## src/rtl/dbuf_uart_tx_pkg.sv

```systemverilog
`timescale 1ns/1ps
package dbuf_uart_tx_pkg;
   localparam logic LINE_START = 1'b0;
   localparam logic LINE_STOP  = 1'b1;
   localparam int   MIN_DATA_W = 5;
   localparam int   MAX_DATA_W = 16;

   // index of the stop bit: start at 0, data at 1..dw, optional ninth bit
   function automatic int frame_last(input int dw, input logic nine);
      return dw + 1 + (nine ? 1 : 0);
   endfunction
endpackage

```

## src/rtl/dbuf_uart_tx_hold.sv

```systemverilog
`timescale 1ns/1ps
module dbuf_uart_tx_hold #(
   parameter int DATA_W = 8
) (
   input  logic              clk,
   input  logic              rst_n,
   input  logic              wr_ok,
   input  logic [DATA_W-1:0] wr_data,
   input  logic              wr_b9,
   input  logic              wr_live,
   input  logic              take,
   output logic              full,
   output logic [DATA_W-1:0] q_data,
   output logic              q_b9,
   output logic              q_live
);
   always_ff @(posedge clk) begin
      if (!rst_n) begin
         full   <= 1'b0;
         q_data <= '0;
         q_b9   <= 1'b0;
         q_live <= 1'b0;
      end else if (take) begin
         full <= 1'b0;
      end else if (wr_ok) begin
         full   <= 1'b1;
         q_data <= wr_data;
         q_b9   <= wr_b9;
         q_live <= wr_live;
      end
   end

   AST_HOLD_KEEPS: assert property (@(posedge clk) disable iff (!rst_n)
      full && !take |=> full && $stable(q_data) && $stable(q_b9));
   AST_NO_OVERWRITE: assert property (@(posedge clk) disable iff (!rst_n)
      full |-> !wr_ok);
endmodule

```

## src/rtl/dbuf_uart_tx_shift.sv

```systemverilog
`timescale 1ns/1ps
module dbuf_uart_tx_shift
   import dbuf_uart_tx_pkg::*;
#(
   parameter int DATA_W = 8
) (
   input  logic              clk,
   input  logic              rst_n,
   input  logic              tick,
   input  logic              load,
   input  logic [DATA_W-1:0] ld_data,
   input  logic              ld_b9,
   input  logic              ld_live,
   input  logic              ld_nine,
   input  logic              live_b9,
   output logic              txd,
   output logic              busy,
   output logic              can_load,
   output logic              frame_end
);
   localparam int IDX_W = $clog2(DATA_W + 3);
   localparam logic [IDX_W-1:0] LAST8  = IDX_W'(frame_last(DATA_W, 1'b0));
   localparam logic [IDX_W-1:0] LAST9  = IDX_W'(frame_last(DATA_W, 1'b1));
   localparam logic [IDX_W-1:0] DATA_I = IDX_W'(DATA_W);

   logic [IDX_W-1:0]  idx;
   logic [DATA_W-1:0] sh;
   logic              fr_nine, fr_b9, fr_live, txd_q, at_last;

   assign at_last   = busy && (idx == (fr_nine ? LAST9 : LAST8));
   assign can_load  = tick && (!busy || at_last);
   assign frame_end = tick && at_last;
   assign txd       = txd_q;

   always_ff @(posedge clk) begin
      if (!rst_n) begin
         busy    <= 1'b0;
         idx     <= '0;
         sh      <= '0;
         fr_nine <= 1'b0;
         fr_b9   <= 1'b0;
         fr_live <= 1'b0;
         txd_q   <= LINE_STOP;
      end else if (tick) begin
         if (load) begin
            busy    <= 1'b1;
            idx     <= '0;
            sh      <= ld_data;
            fr_nine <= ld_nine;
            fr_b9   <= ld_b9;
            fr_live <= ld_live;
            txd_q   <= LINE_START;
         end else if (busy) begin
            if (at_last) begin
               busy  <= 1'b0;
               idx   <= '0;
               txd_q <= LINE_STOP;
            end else begin
               idx <= idx + IDX_W'(1);
               if (idx < DATA_I) begin
                  txd_q <= sh[0];
                  sh    <= sh >> 1;
               end else if (fr_nine && idx == DATA_I) begin
                  txd_q <= fr_live ? live_b9 : fr_b9;
               end else begin
                  txd_q <= LINE_STOP;
               end
            end
         end
      end
   end

   AST_IDLE_HIGH: assert property (@(posedge clk) disable iff (!rst_n)
      !busy |-> txd_q);
   AST_START_BIT: assert property (@(posedge clk) disable iff (!rst_n)
      tick && load |=> busy && !txd_q);
   AST_ONLY_ON_TICK: assert property (@(posedge clk) disable iff (!rst_n)
      !tick |=> $stable(txd_q));
   AST_LOAD_LEGAL: assert property (@(posedge clk) disable iff (!rst_n)
      load |-> tick && (!busy || at_last));
endmodule

```

## src/rtl/dbuf_uart_tx_flag.sv

```systemverilog
`timescale 1ns/1ps
module dbuf_uart_tx_flag (
   input  logic clk,
   input  logic rst_n,
   input  logic set_ev,
   input  logic clr,
   output logic flag
);
   always_ff @(posedge clk) begin
      if (!rst_n)      flag <= 1'b0;
      else if (set_ev) flag <= 1'b1;
      else if (clr)    flag <= 1'b0;
   end

   AST_FLAG_SET: assert property (@(posedge clk) disable iff (!rst_n)
      set_ev |=> flag);
   AST_FLAG_STICKY: assert property (@(posedge clk) disable iff (!rst_n)
      flag && !clr |=> flag);
   AST_FLAG_CLEAR: assert property (@(posedge clk) disable iff (!rst_n)
      clr && !set_ev |=> !flag);
endmodule

```

## src/rtl/dbuf_uart_tx.sv

```systemverilog
`timescale 1ns/1ps
module dbuf_uart_tx
   import dbuf_uart_tx_pkg::*;
#(
   parameter int DATA_W = 8
) (
   input  logic              clk,
   input  logic              rst_n,
   input  logic              baud_tick,
   input  logic              wr_stb,
   input  logic [DATA_W-1:0] wr_data,
   input  logic              bit9_wr,
   input  logic              bit9_val,
   input  logic              dbuf_en,
   input  logic              nine_mode,
   input  logic              irq_clr,
   output logic              txd,
   output logic              tx_irq,
   output logic              overrun
);
   generate
      if (DATA_W < MIN_DATA_W || DATA_W > MAX_DATA_W) begin : g_bad_width
         $error("dbuf_uart_tx: DATA_W out of range");
      end
   endgenerate

   logic              b9_reg;
   logic              hold_full, hold_b9, hold_live;
   logic [DATA_W-1:0] hold_data;
   logic              busy, can_load, frame_end;
   logic              accept, reject, take, irq_set;

   always_ff @(posedge clk) begin
      if (!rst_n)       b9_reg <= 1'b0;
      else if (bit9_wr) b9_reg <= bit9_val;
   end

   assign accept  = wr_stb && (dbuf_en ? !hold_full : (!hold_full && !busy));
   assign reject  = wr_stb && !accept;
   assign take    = can_load && hold_full;
   assign irq_set = dbuf_en ? take : frame_end;

   dbuf_uart_tx_hold #(.DATA_W(DATA_W)) u_hold (
      .clk     (clk),
      .rst_n   (rst_n),
      .wr_ok   (accept),
      .wr_data (wr_data),
      .wr_b9   (b9_reg),
      .wr_live (!dbuf_en),
      .take    (take),
      .full    (hold_full),
      .q_data  (hold_data),
      .q_b9    (hold_b9),
      .q_live  (hold_live)
   );

   dbuf_uart_tx_shift #(.DATA_W(DATA_W)) u_shift (
      .clk       (clk),
      .rst_n     (rst_n),
      .tick      (baud_tick),
      .load      (take),
      .ld_data   (hold_data),
      .ld_b9     (hold_b9),
      .ld_live   (hold_live),
      .ld_nine   (nine_mode),
      .live_b9   (b9_reg),
      .txd       (txd),
      .busy      (busy),
      .can_load  (can_load),
      .frame_end (frame_end)
   );

   dbuf_uart_tx_flag u_irq (
      .clk    (clk),
      .rst_n  (rst_n),
      .set_ev (irq_set),
      .clr    (irq_clr),
      .flag   (tx_irq)
   );

   dbuf_uart_tx_flag u_ovr (
      .clk    (clk),
      .rst_n  (rst_n),
      .set_ev (reject),
      .clr    (1'b0),
      .flag   (overrun)
   );

   AST_BACK_TO_BACK: assert property (@(posedge clk) disable iff (!rst_n)
      frame_end && hold_full |-> take);
   AST_OVR_ON_DROP: assert property (@(posedge clk) disable iff (!rst_n)
      wr_stb && dbuf_en && hold_full |=> overrun);
   AST_BUF_IRQ: assert property (@(posedge clk) disable iff (!rst_n)
      dbuf_en && take |=> tx_irq);
endmodule

```

## config.mk

```make
export PLATFORM = sky130hd
export DESIGN_NAME = dbuf_uart_tx
export DESIGN_NICKNAME = d
export VERILOG_FILES = /design/src/rtl/dbuf_uart_tx_pkg.sv /design/src/rtl/dbuf_uart_tx_hold.sv /design/src/rtl/dbuf_uart_tx_shift.sv /design/src/rtl/dbuf_uart_tx_flag.sv /design/src/rtl/dbuf_uart_tx.sv
export SDC_FILE = /design/constraint.sdc
export NUM_CORES = 1
export LEC_CHECK = 0
export ABC_CLOCK_PERIOD_IN_PS = 1650
export BUFFER_PORTS_ARGS = -buffer_cell sky130_fd_sc_hd__buf_2
export CORE_ASPECT_RATIO = 0.6
export CORE_MARGIN = 2
export CORE_UTILIZATION = 40
export CTS_CLUSTER_SIZE = 20
export DETAILED_ROUTE_END_ITERATION = 10
export HOLD_SLACK_MARGIN = 0.12
export SYNTH_ARGS = -nofsm -noshare
export SYNTH_HDL_FRONTEND = slang
export SYNTH_SLANG_ARGS = --single-unit
```

## constraint.sdc

```tcl
create_clock -name clk -period 1.65 [get_ports clk]
set_input_delay 0 -clock clk [delete_from_list [all_inputs] [get_ports clk]]
set_output_delay 0 -clock clk [all_outputs]
set_load 0.03 [all_outputs]
```

==> impl_metrics.toml, run 1 <==
[global_route]
grt_overflow = 0
grt_pass1_vias = 1300
grt_pass1_wl_um = 6130
antenna_found_initial = 0
grt_max_degree = 27
grt_usage_pct = 18.2

[clock_network]
cts_buffer_depth = 2
cts_tree = "done"
clkTransAtPathRegs_ns = 0.07
h-tree-depth = 2
cts-root-buf = "clkbuf_8"
cts_sinks = 31
clk-insertion-delay-late_ns = 0.28
cts_buffers = 5

[worst_setup_path]
path_max_fanout = 8
critPathLaunchType = "flip-flop"
worstReg2RegEnd = "u_shift.sh[1]"
r2r_slack_ns = 0.08
setup.worst_path.class = "flip-flop to flip-flop"
critical_path_arrival_ns = 1.76
r2r_cells = 4
r2r_start = "u_shift.idx[1]"
endpoint_kind = "flip-flop"
required_ns = 1.84

[die]
rows = 17
core_sq_um = 3640
boundaryPins = 20
start_util_pct = 41.3
die_w_um = 83.1
die_h_um = 51.5
dieArea_sq_um = 4280

[status]
status = "finished clean"

[layout]
utilization_pct = 55.0
n_antenna_cell = 0
area_growth_pct = 33.1
nFillCells = 336
top_regs = "u_hold.q_data: 8 flops, u_shift.sh: 8 flops, u_shift.idx: 4 flops"
final_layout_size_suffix_gt1_share_pct = 25.5
nNetsFinal = 235

[timing]
fmax_mhz = 638
finalCriticalPeriod_ns = 1.57
hold_ws_ns = 0.450
setup_viol = 0
finalHoldViolations = 0
tightest_slew_ns = 0.361
min_period_over_period_pct = 94.9
slew_headroom_pct = 75.7
slew_violations = 0
setup_tns_ns = 0
fin_worst_skew_ns = 0.00539
setup_slack_ns = 0.0838

[yosys]
synthTopCellsByArea = "dfxtp_1 41%, mux2i_1 7.3%, a21oi_1 5.3%"
seq_area_frac_synth_pct = 41.3
synth_cells = 166
synth_largest_area_cell = "dfxtp_1"
synth_most_common_cell = "dfxtp_1"
postSynthAreaPerCell_sq_um = 9.05
ys.flop_type = "dfxtp_1"
ys_types = 45
synth_seq_cells = 31
synthesis.nets = 185
synth_edf_count = 0
synth_warnings = 0
synthArstFlopShare_pct = 0
ys_top_cells_by_count = "31 x dfxtp_1, 16 x a21oi_1, 14 x nor2_1, 13 x nand3_1, 13 x o21ai_0"
synth_area_sq_um = 1500
synth_top_area_share_pct = 41.3

[detailed_routing]
first_pass_iters = 4
drtIter0Drc = 126
vias = 1403
viasPerCell = 5.33
routed_wl_um = 3570
ant_nets = 0
wl_per_cell_um = 13.6
drcViolationCount = 0

[power]
power_per_cell_area_nw_per_um2 = 858
ir_drop_mv = 0.504
p_leak_uw = 0.000762
p_total_uw = 1720

[placement]
io_buffers = 19
pre_cts_ws_ns = 0.0239
place.gp.congestion = 0.835
dp_hpwl_um = 2430

[min_path]
holdPathStages = 2
worstHoldStart = "u_ovr.flag"
hold_path_end = "u_ovr.flag"
holdCritPathClass = "flip-flop to flip-flop"

[job]
maxCapViolCount = 0
==> report_power, final <==
part           switching (uW)  leakage, uW  internal [uW]  total, uW
registers                29.1     0.000253            797        826
logic                     141     0.000462            140        282
clock network             281    0.0000470            327        607
==> critical path, cell delays in order, from the launching register on <==
cell	delay, ns
dfxtp_1	0.39
or3b_4	0.45
a21boi_2	0.26
o21ai_0	0.13
a311oi_1	0.25
==> kinds of logic (layout without fill, tap and decap cells) <==
family,count (synthesis),count (layout),synth area share (%)
buffers and inverters,16,65,5.08
adder cells (fa/ha/maj),2,2,1.67
multiplexers,11,11,7.33
flip-flops,31,31,41.3
AO/OA/AOI/OAI,54,55,23.9
AND/OR/NAND/NOR,52,52,20.7
==> layout make-up <==
cell class / count / area [sq um] / share of cell area [%]
clock buffer: 6 / 82.6 / 4.13
inverter: 7 / 26.3 / 1.31
tap: 47 / 58.8 / 2.94
multi-input combinational: 120 / 818 / 40.9
clock inverter: 1 / 5.00 / 0.250
timing repair buffer: 51 / 388 / 19.4
sequential: 31 / 621 / 31.0
==> per-layer routing <==
metal  wire length, um  GRT usage [%]
met1              1780           25.5
met2              1520           27.4
met3               226           4.36
met4                46           6.01
met5                 0              0
==> layout by cell type, fill, tap and decap left out, types with 6 or more instances in the layout <==
cell type / synthesis / final
a21oi_1: 16 / 16
a311oi_1: 6 / 6
buf_2: 4 / 19
buf_4: 1 / 15
clkbuf_8: 0 / 6
dfxtp_1: 31 / 31
dlygate4sd3_1: 0 / 16
inv_1: 6 / 6
mux2i_1: 11 / 11
nand2_1: 6 / 6
nand3_1: 13 / 13
nor2_1: 14 / 14
o21ai_0: 13 / 13
==> metrics by stage <==
stage          std cells  instance area, sq um
3_3_place_gp         235                  1710
4_1_cts              258                  1960
5_1_grt              263                  2000
6_report             263                  2000
3_5_place_dp         235                  1710
2_1_floorplan        166                  1500
==> worst max-delay path by stage <==
stage | start | end
after floorplan | u_hold.full | u_shift.sh[6]
after detailed placement | u_shift.busy | u_hold.q_data[2]
final | u_shift.idx[1] | u_shift.sh[1]
after global placement | u_shift.busy | u_hold.q_data[4]
after CTS | u_shift.busy | u_hold.q_data[2]
after global routing | u_shift.idx[1] | u_shift.sh[0]
==> what timing repair did <==
| action | CTS | global route |
|---|---|---|
| setup buffers | 0 | 4 |
| endpoints found under the setup margin | 0 | 17 |
| hold buffers | 16 | 0 |
| endpoints found under the hold margin | 20 | 0 |
| gates resized for setup | 0 | 1 |
No activity file was read; power rests on OpenSTA's default activity.
==> inputs of run 2 (changes only) <==
--- a/config.mk
+++ b/config.mk
@@ -7,12 +7,13 @@
 export LEC_CHECK = 0
 export ABC_CLOCK_PERIOD_IN_PS = 1650
 export BUFFER_PORTS_ARGS = -buffer_cell sky130_fd_sc_hd__buf_2
-export CORE_ASPECT_RATIO = 0.6
+export CORE_ASPECT_RATIO = 1.1
 export CORE_MARGIN = 2
 export CORE_UTILIZATION = 40
 export CTS_CLUSTER_SIZE = 20
 export DETAILED_ROUTE_END_ITERATION = 10
 export HOLD_SLACK_MARGIN = 0.12
+export RECOVER_POWER = 100
 export SYNTH_ARGS = -nofsm -noshare
 export SYNTH_HDL_FRONTEND = slang
 export SYNTH_SLANG_ARGS = --single-unit
==> run 2 against run 1 <==
  * Design area down 1.9%
  * Critical path depth stayed put
  * Critical endpoint is now u_shift.sh[4]
  * Sequential share of layout area up 0.66 points
  * Via count rose by 1.5%
  * Utilization fell by 0.86 points
  * Wire length increased by 1.4%
==> impl_metrics.toml, run 2 (synthesis results as in run 1) <==
[global_route]
grt_pass1_vias = 1387
grt_overflow = 0
grt_pass1_wl_um = 6170
grt_usage_pct = 18.5
antenna_found_initial = 0
grt_max_degree = 27

[placement]
placedCellCount = 239
pre_cts_ws_ns = 0.0170
dp_hpwl_um = 2460
io_buffers = 19
place.gp.congestion = 0.815

[detailed_routing]
routed_wl_um = 3620
wl_per_cell_um = 13.7
viasPerCell = 5.37
drcViolationCount = 0
ant_nets = 0
first_pass_iters = 4
vias = 1424
drtIter0Drc = 64

[worst_setup_path]
required_ns = 1.84
critical_path_arrival_ns = 1.73
r2r_start = "u_shift.fr_nine"
setup.worst_path.class = "flip-flop to flip-flop"
critPathLaunchType = "flip-flop"
endpoint_kind = "flip-flop"
path_max_fanout = 8
timing.critical_path.from = "u_shift.fr_nine"

[layout]
area_growth_pct = 30.6
final_layout_size_suffix_gt1_share_pct = 22.3
final_cells = 265
nFillCells = 372
utilization_pct = 54.1
nNetsFinal = 233
final_common_cell = "dfxtp_1"
top_regs = "u_hold.q_data: 8 flops, u_shift.sh: 8 flops, u_shift.idx: 4 flops"
final_cell_mix = "30 x dfxtp_1, 16 x a21oi_1, 16 x dlygate4sd3_1, 16 x buf_2"
n_antenna_cell = 0

[timing]
hold_ws_ns = 0.451
rsz0062_at_grt = "true"
fin_worst_skew_ns = 0.00390
setup_viol = 0
setup_slack_ns = 0.113
finalCriticalPeriod_ns = 1.54
fmax_mhz = 650
tightest_slew_ns = 0.383
finalHoldViolations = 0
min_period_over_period_pct = 93.2
slew_headroom_pct = 74.4
slew_violations = 0

[die]
core_sq_um = 3630
dieArea_sq_um = 4260
start_util_pct = 41.4
die_w_um = 62.4
die_h_um = 68.3
rows = 23
boundaryPins = 20

[power]
internal-power_uw = 1240
combPwrFrac_pct = 16.8
sw_frac_of_total_pct = 27.5
power_per_cell_area_nw_per_um2 = 868
ir_drop_mv = 0.618
p_seq_share_pct = 48.5
p_leak_uw = 0.000731
clkPwrFrac_pct = 34.6
p_switching_uw = 468

[clock_network]
cts_buffer_depth = 2
h-tree-depth = 2
cts_sinks = 31
clkTransAtPathRegs_ns = 0.07
cts_tree = "done"
cts_buffers = 5
clk-insertion-delay-late_ns = 0.29
cts-root-buf = "clkbuf_8"

[job]
maxCapViolCount = 0

[status]
status = "finished clean"

[min_path]
worstHoldStart = "u_ovr.flag"
holdCritPathClass = "flip-flop to flip-flop"
==> run 2: changes by cell type in the layout (fill, tap and decap cells not counted), sizes merged <==
cell	previous run	this run
a21boi	4	3
clkinvlp	0	1
buf	35	29
clkbuf	6	11
==> run 2: layout make-up <==
| cell class | count | area, sq um | area share (%) |
|---|---|---|---|
| Clock buffer | 6 | 72.6 | 3.70 |
| Clock inverter | 2 | 12.5 | 0.638 |
| Inverter | 7 | 26.3 | 1.34 |
| Multi-Input combinational cell | 119 | 797 | 40.6 |
| Sequential cell | 31 | 622 | 31.7 |
| Tap cell | 50 | 62.6 | 3.19 |
| Timing Repair Buffer | 50 | 369 | 18.8 |
==> run 2: worst max-delay path, cell delays in order (launching register included) <==
cell,delay [ns]
dfxtp_1,0.37
or3b_4,0.44
a21boi_4,0.24
o21ai_0,0.11
a311oi_1,0.28
==> run 2: per-stage QoR <==
step	instance area, sq um	power, uW	setup TNS [ns]
floorplan	1500	1010	0
global placement	1710	1080	0
detailed placement	1710	1090	0
CTS	1950	1710	0
global route	1960	1780	-0.0140
finish	1960	1700	0
==> run 2: worst paths after layout <==
check                           cells past startpoint  slack (ns)            end
worst max-delay path                                4        0.11  u_shift.sh[4]
worst max register to register                      4        0.11  u_shift.sh[4]
worst min register to register                      2        0.45     u_ovr.flag
worst min-delay path                                2        0.45     u_ovr.flag
==> run 2: repair_timing <==
item,CTS,global route
endpoints found under the setup margin,0,17
hold buffers,16,0
resized for setup,0,3
buffers inserted,0,2
endpoints found under the hold margin,20,0
==> run 2: per-layer routing <==
metal	wire length, um	GRT usage (%)	vias up	part of all wire (%)
met1	1630	20.6	684	45
met5	0	0	-	0
met4	65	9.72	0	1.8
met3	80	3.45	10	2.2
li1	-	-	709	-
met2	1840	34.4	21	51
==> run 2: power groups by stage <==
stage,sequential [uW],clock [uW],combinational [uW]
global placement,843,0,240
finish,827,590,287
floorplan,843,0,167
global route,833,631,314
detailed placement,844,0,248
CTS,828,601,278
==> inputs of run 3 (changes only) <==
--- a/config.mk
+++ b/config.mk
@@ -5,14 +5,16 @@
 export SDC_FILE = /design/constraint.sdc
 export NUM_CORES = 1
 export LEC_CHECK = 0
+export ABC_AREA = 1
 export ABC_CLOCK_PERIOD_IN_PS = 1650
 export BUFFER_PORTS_ARGS = -buffer_cell sky130_fd_sc_hd__buf_2
 export CORE_ASPECT_RATIO = 1.1
 export CORE_MARGIN = 2
-export CORE_UTILIZATION = 40
+export CORE_UTILIZATION = 55
 export CTS_CLUSTER_SIZE = 20
 export DETAILED_ROUTE_END_ITERATION = 10
 export HOLD_SLACK_MARGIN = 0.12
+export PLACE_DENSITY = 0.77
 export RECOVER_POWER = 100
 export SYNTH_ARGS = -nofsm -noshare
 export SYNTH_HDL_FRONTEND = slang
==> run 3 against run 2 <==
  * Global-route usage increased by 5.6 points
  * Worst setup slack improved by 0.012 ns
  * Flip-flop and latch count unchanged
  * Total power decreased by 5.2%
  * Final cell count decreased by 0.38%
  * First-iteration DRC count decreased by 56%
  * Die area decreased by 32%
  * Critical path depth increased by 7
  * Design area decreased by 11%
  * Synthesized cell count increased by 16%
==> impl_metrics.toml, run 3 <==
[worst_setup_path]
path_max_fanout = 17
setup.worst_path.class = "flip-flop to flip-flop"
critical_path_arrival_ns = 1.75
crit_top_cell = "nand2_1"
slowest_stage = "dfxtp_1"
cp_top_family = "simple AND/OR/NAND/NOR gates"
r2r_slack_ns = 0.12
r2r_start = "u_shift.idx[0]"
worstReg2RegEnd = "u_shift.sh[2]"
path_buf_inv = 2
timing.critical_path.from = "u_shift.idx[0]"
required_ns = 1.88
worstPathCellList = "inv_1 > nand2_1 > nand2_1 > nand3_2 > nand2_2 > nand3_4 > buf_12 > nand2_1 > o21ai_0 > nor2_1 > nor2_1"
critPathLaunchType = "flip-flop"
endpoint_kind = "flip-flop"
cp_slowest_stage_delay_ns = 0.34
r2r_cells = 11

[clock_network]
cts_setup_buffers = 0
cts_tree = "done"
cts_buffer_depth = 2
cts-root-buf = "clkbuf_4"
clkTransAtPathRegs_ns = 0.09
h-tree-depth = 2
clk-insertion-delay-late_ns = 0.32
cts_buffers = 5
cts_sinks = 31

[detailed_routing]
met2_length_um = 1560
wl_per_cell_um = 11.7
routed_wl_um = 3090
route.met3.wl_um = 106
drcViolationCount = 0
drtIter0Drc = 28
routedLengthMet1_um = 1380
vias = 1321
viasPerCell = 5.00
first_pass_iters = 5
ant_nets = 0
dr.max_layer_used = "met4"

[placement]
place.gp.congestion = 0.908
placedCellCount = 240
pre_cts_ws_ns = 0.128
io_buffers = 19
dp_hpwl_um = 1970

[power]
p_total_uw = 1610
power_per_cell_area_nw_per_um2 = 926
ir_drop_mv = 0.817
p_leak_uw = 0.000765

[global_route]
grt_max_degree = 20
grt_overflow = 0
grt_pass1_wl_um = 5240
grt_pass1_vias = 1280
grt_usage_pct = 24.2
antenna_found_initial = 0

[die]
boundaryPins = 20
dieArea_sq_um = 2920
start_util_pct = 56.2
die_h_um = 56.5
die_w_um = 51.7
core_sq_um = 2450
rows = 19

[yosys]
synthArstFlopShare_pct = 0
synth_most_common_cell = "nand2_1"
synthTopCellsByArea = "dfxtp_1 45%, nand2_1 13%, a21oi_1 8.7%"
ys_types = 22
ys_top_cells_by_count = "46 x nand2_1, 31 x dfxtp_1, 25 x inv_1, 24 x a21oi_1, 20 x o21ai_0"
synth_top_area_share_pct = 45.1
synth_largest_area_cell = "dfxtp_1"
synthesis.nets = 212
synth_area_sq_um = 1380
ys.flop_type = "dfxtp_1"
synth_cells = 193
seq_area_frac_synth_pct = 45.1
postSynthAreaPerCell_sq_um = 7.13
synth_seq_cells = 31
synth_warnings = 0
synth_edf_count = 0

[layout]
multi_input_area_sq_um = 621
final_common_cell = "nand2_1"
final_cells = 264
final_layout_size_suffix_gt1_share_pct = 14.6
area_growth_pct = 26.6
n_antenna_cell = 0
top_regs = "u_hold.q_data: 8 flops, u_shift.sh: 8 flops, u_shift.idx: 4 flops"
seq_area_sq_um = 622
nNetsFinal = 251
final_cell_mix = "46 x nand2_1, 30 x dfxtp_1, 26 x inv_1, 24 x a21oi_1"
nFillCells = 190

[job]
maxCapViolCount = 0

[status]
status = "finished clean"

[min_path]
hold_path_end = "u_hold.q_live"
holdPathStages = 3
holdCritPathClass = "input port to flip-flop"
worstHoldStart = "dbuf_en"

[timing]
fmax_mhz = 656
slew_violations = 0
fin_worst_skew_ns = 0.00497
setup_viol = 0
rsz0062_at_grt = "false"
finalCriticalPeriod_ns = 1.53
tightest_slew_ns = 0.428
finalHoldViolations = 0
slew_headroom_pct = 71.5
setup_slack_ns = 0.125
min_period_over_period_pct = 92.4
setup_tns_ns = 0
run 3: how the worst max path moves through the flow:
stage,to,slack [ns],cells past startpoint
2_1_floorplan,u_shift.sh[0],0.33,10
3_3_place_gp,u_shift.sh[1],0.20,9
3_5_place_dp,u_shift.sh[2],0.13,10
4_1_cts,u_shift.sh[1],0.10,9
5_1_grt,u_shift.sh[0],0.03,10
6_report,u_shift.sh[2],0.12,11
run 3: cell type report:
type / count / area share, %
repair buffers: 39 / 16.7
inverters: 27 / 5.81
well taps: 31 / 2.23
multi-input cells: 128 / 35.6
clock buffers: 8 / 3.95
flip-flops and latches: 31 / 35.7
run 3: what timing repair did:
action / in CTS / in global routing
gates resized for setup: 0 / 3
hold buffers: 16 / 0
setup endpoints to repair: 0 / 7
hold endpoints to repair: 21 / 0
run 3: logic make-up after synthesis:
| logic type | Yosys count | share of synthesized area (%) |
|---|---|---|
| simple gates | 78 | 24.8 |
| compound gates | 48 | 18.1 |
| flops | 31 | 45.1 |
| fa+ha+maj | 2 | 1.82 |
| buf+inv | 34 | 10.2 |
run 3: power by group:
part	total (uW)	internal (uW)	switching [uW]
sequential	834	804	29.4
clock	505	251	254
combinational	276	115	160
total	1610	1170	444
run 3: per-layer routing:
metal	vias up	global-route usage, %
met5	-	0
met4	0	10.2
met3	6	9.31
met2	25	39.0
met1	593	28.3
li1	697	-
run 3: through the flow:
| step | cell area, sq um | hold WS [ns] | utilization [%] |
|---|---|---|---|
| 2_1_floorplan | 1380 | 0.0901 | - |
| 3_3_place_gp | 1510 | 0.214 | 61.8 |
| 3_5_place_dp | 1510 | 0.216 | 61.8 |
| 4_1_cts | 1740 | 0.412 | 71.2 |
| 5_1_grt | 1740 | 0.438 | 71.2 |
| 6_report | 1740 | 0.453 | 71.2 |
run 3: worst register-to-register path, stage by stage, from the launching register on:
cell and delay (ns):
dfxtp_1 0.34, inv_1 0.12, nand2_1 0.06, nand2_1 0.09, nand3_2 0.08, nand2_2 0.10, nand3_4 0.12, buf_12 0.18
nand2_1 0.07, o21ai_0 0.10, nor2_1 0.12, nor2_1 0.05
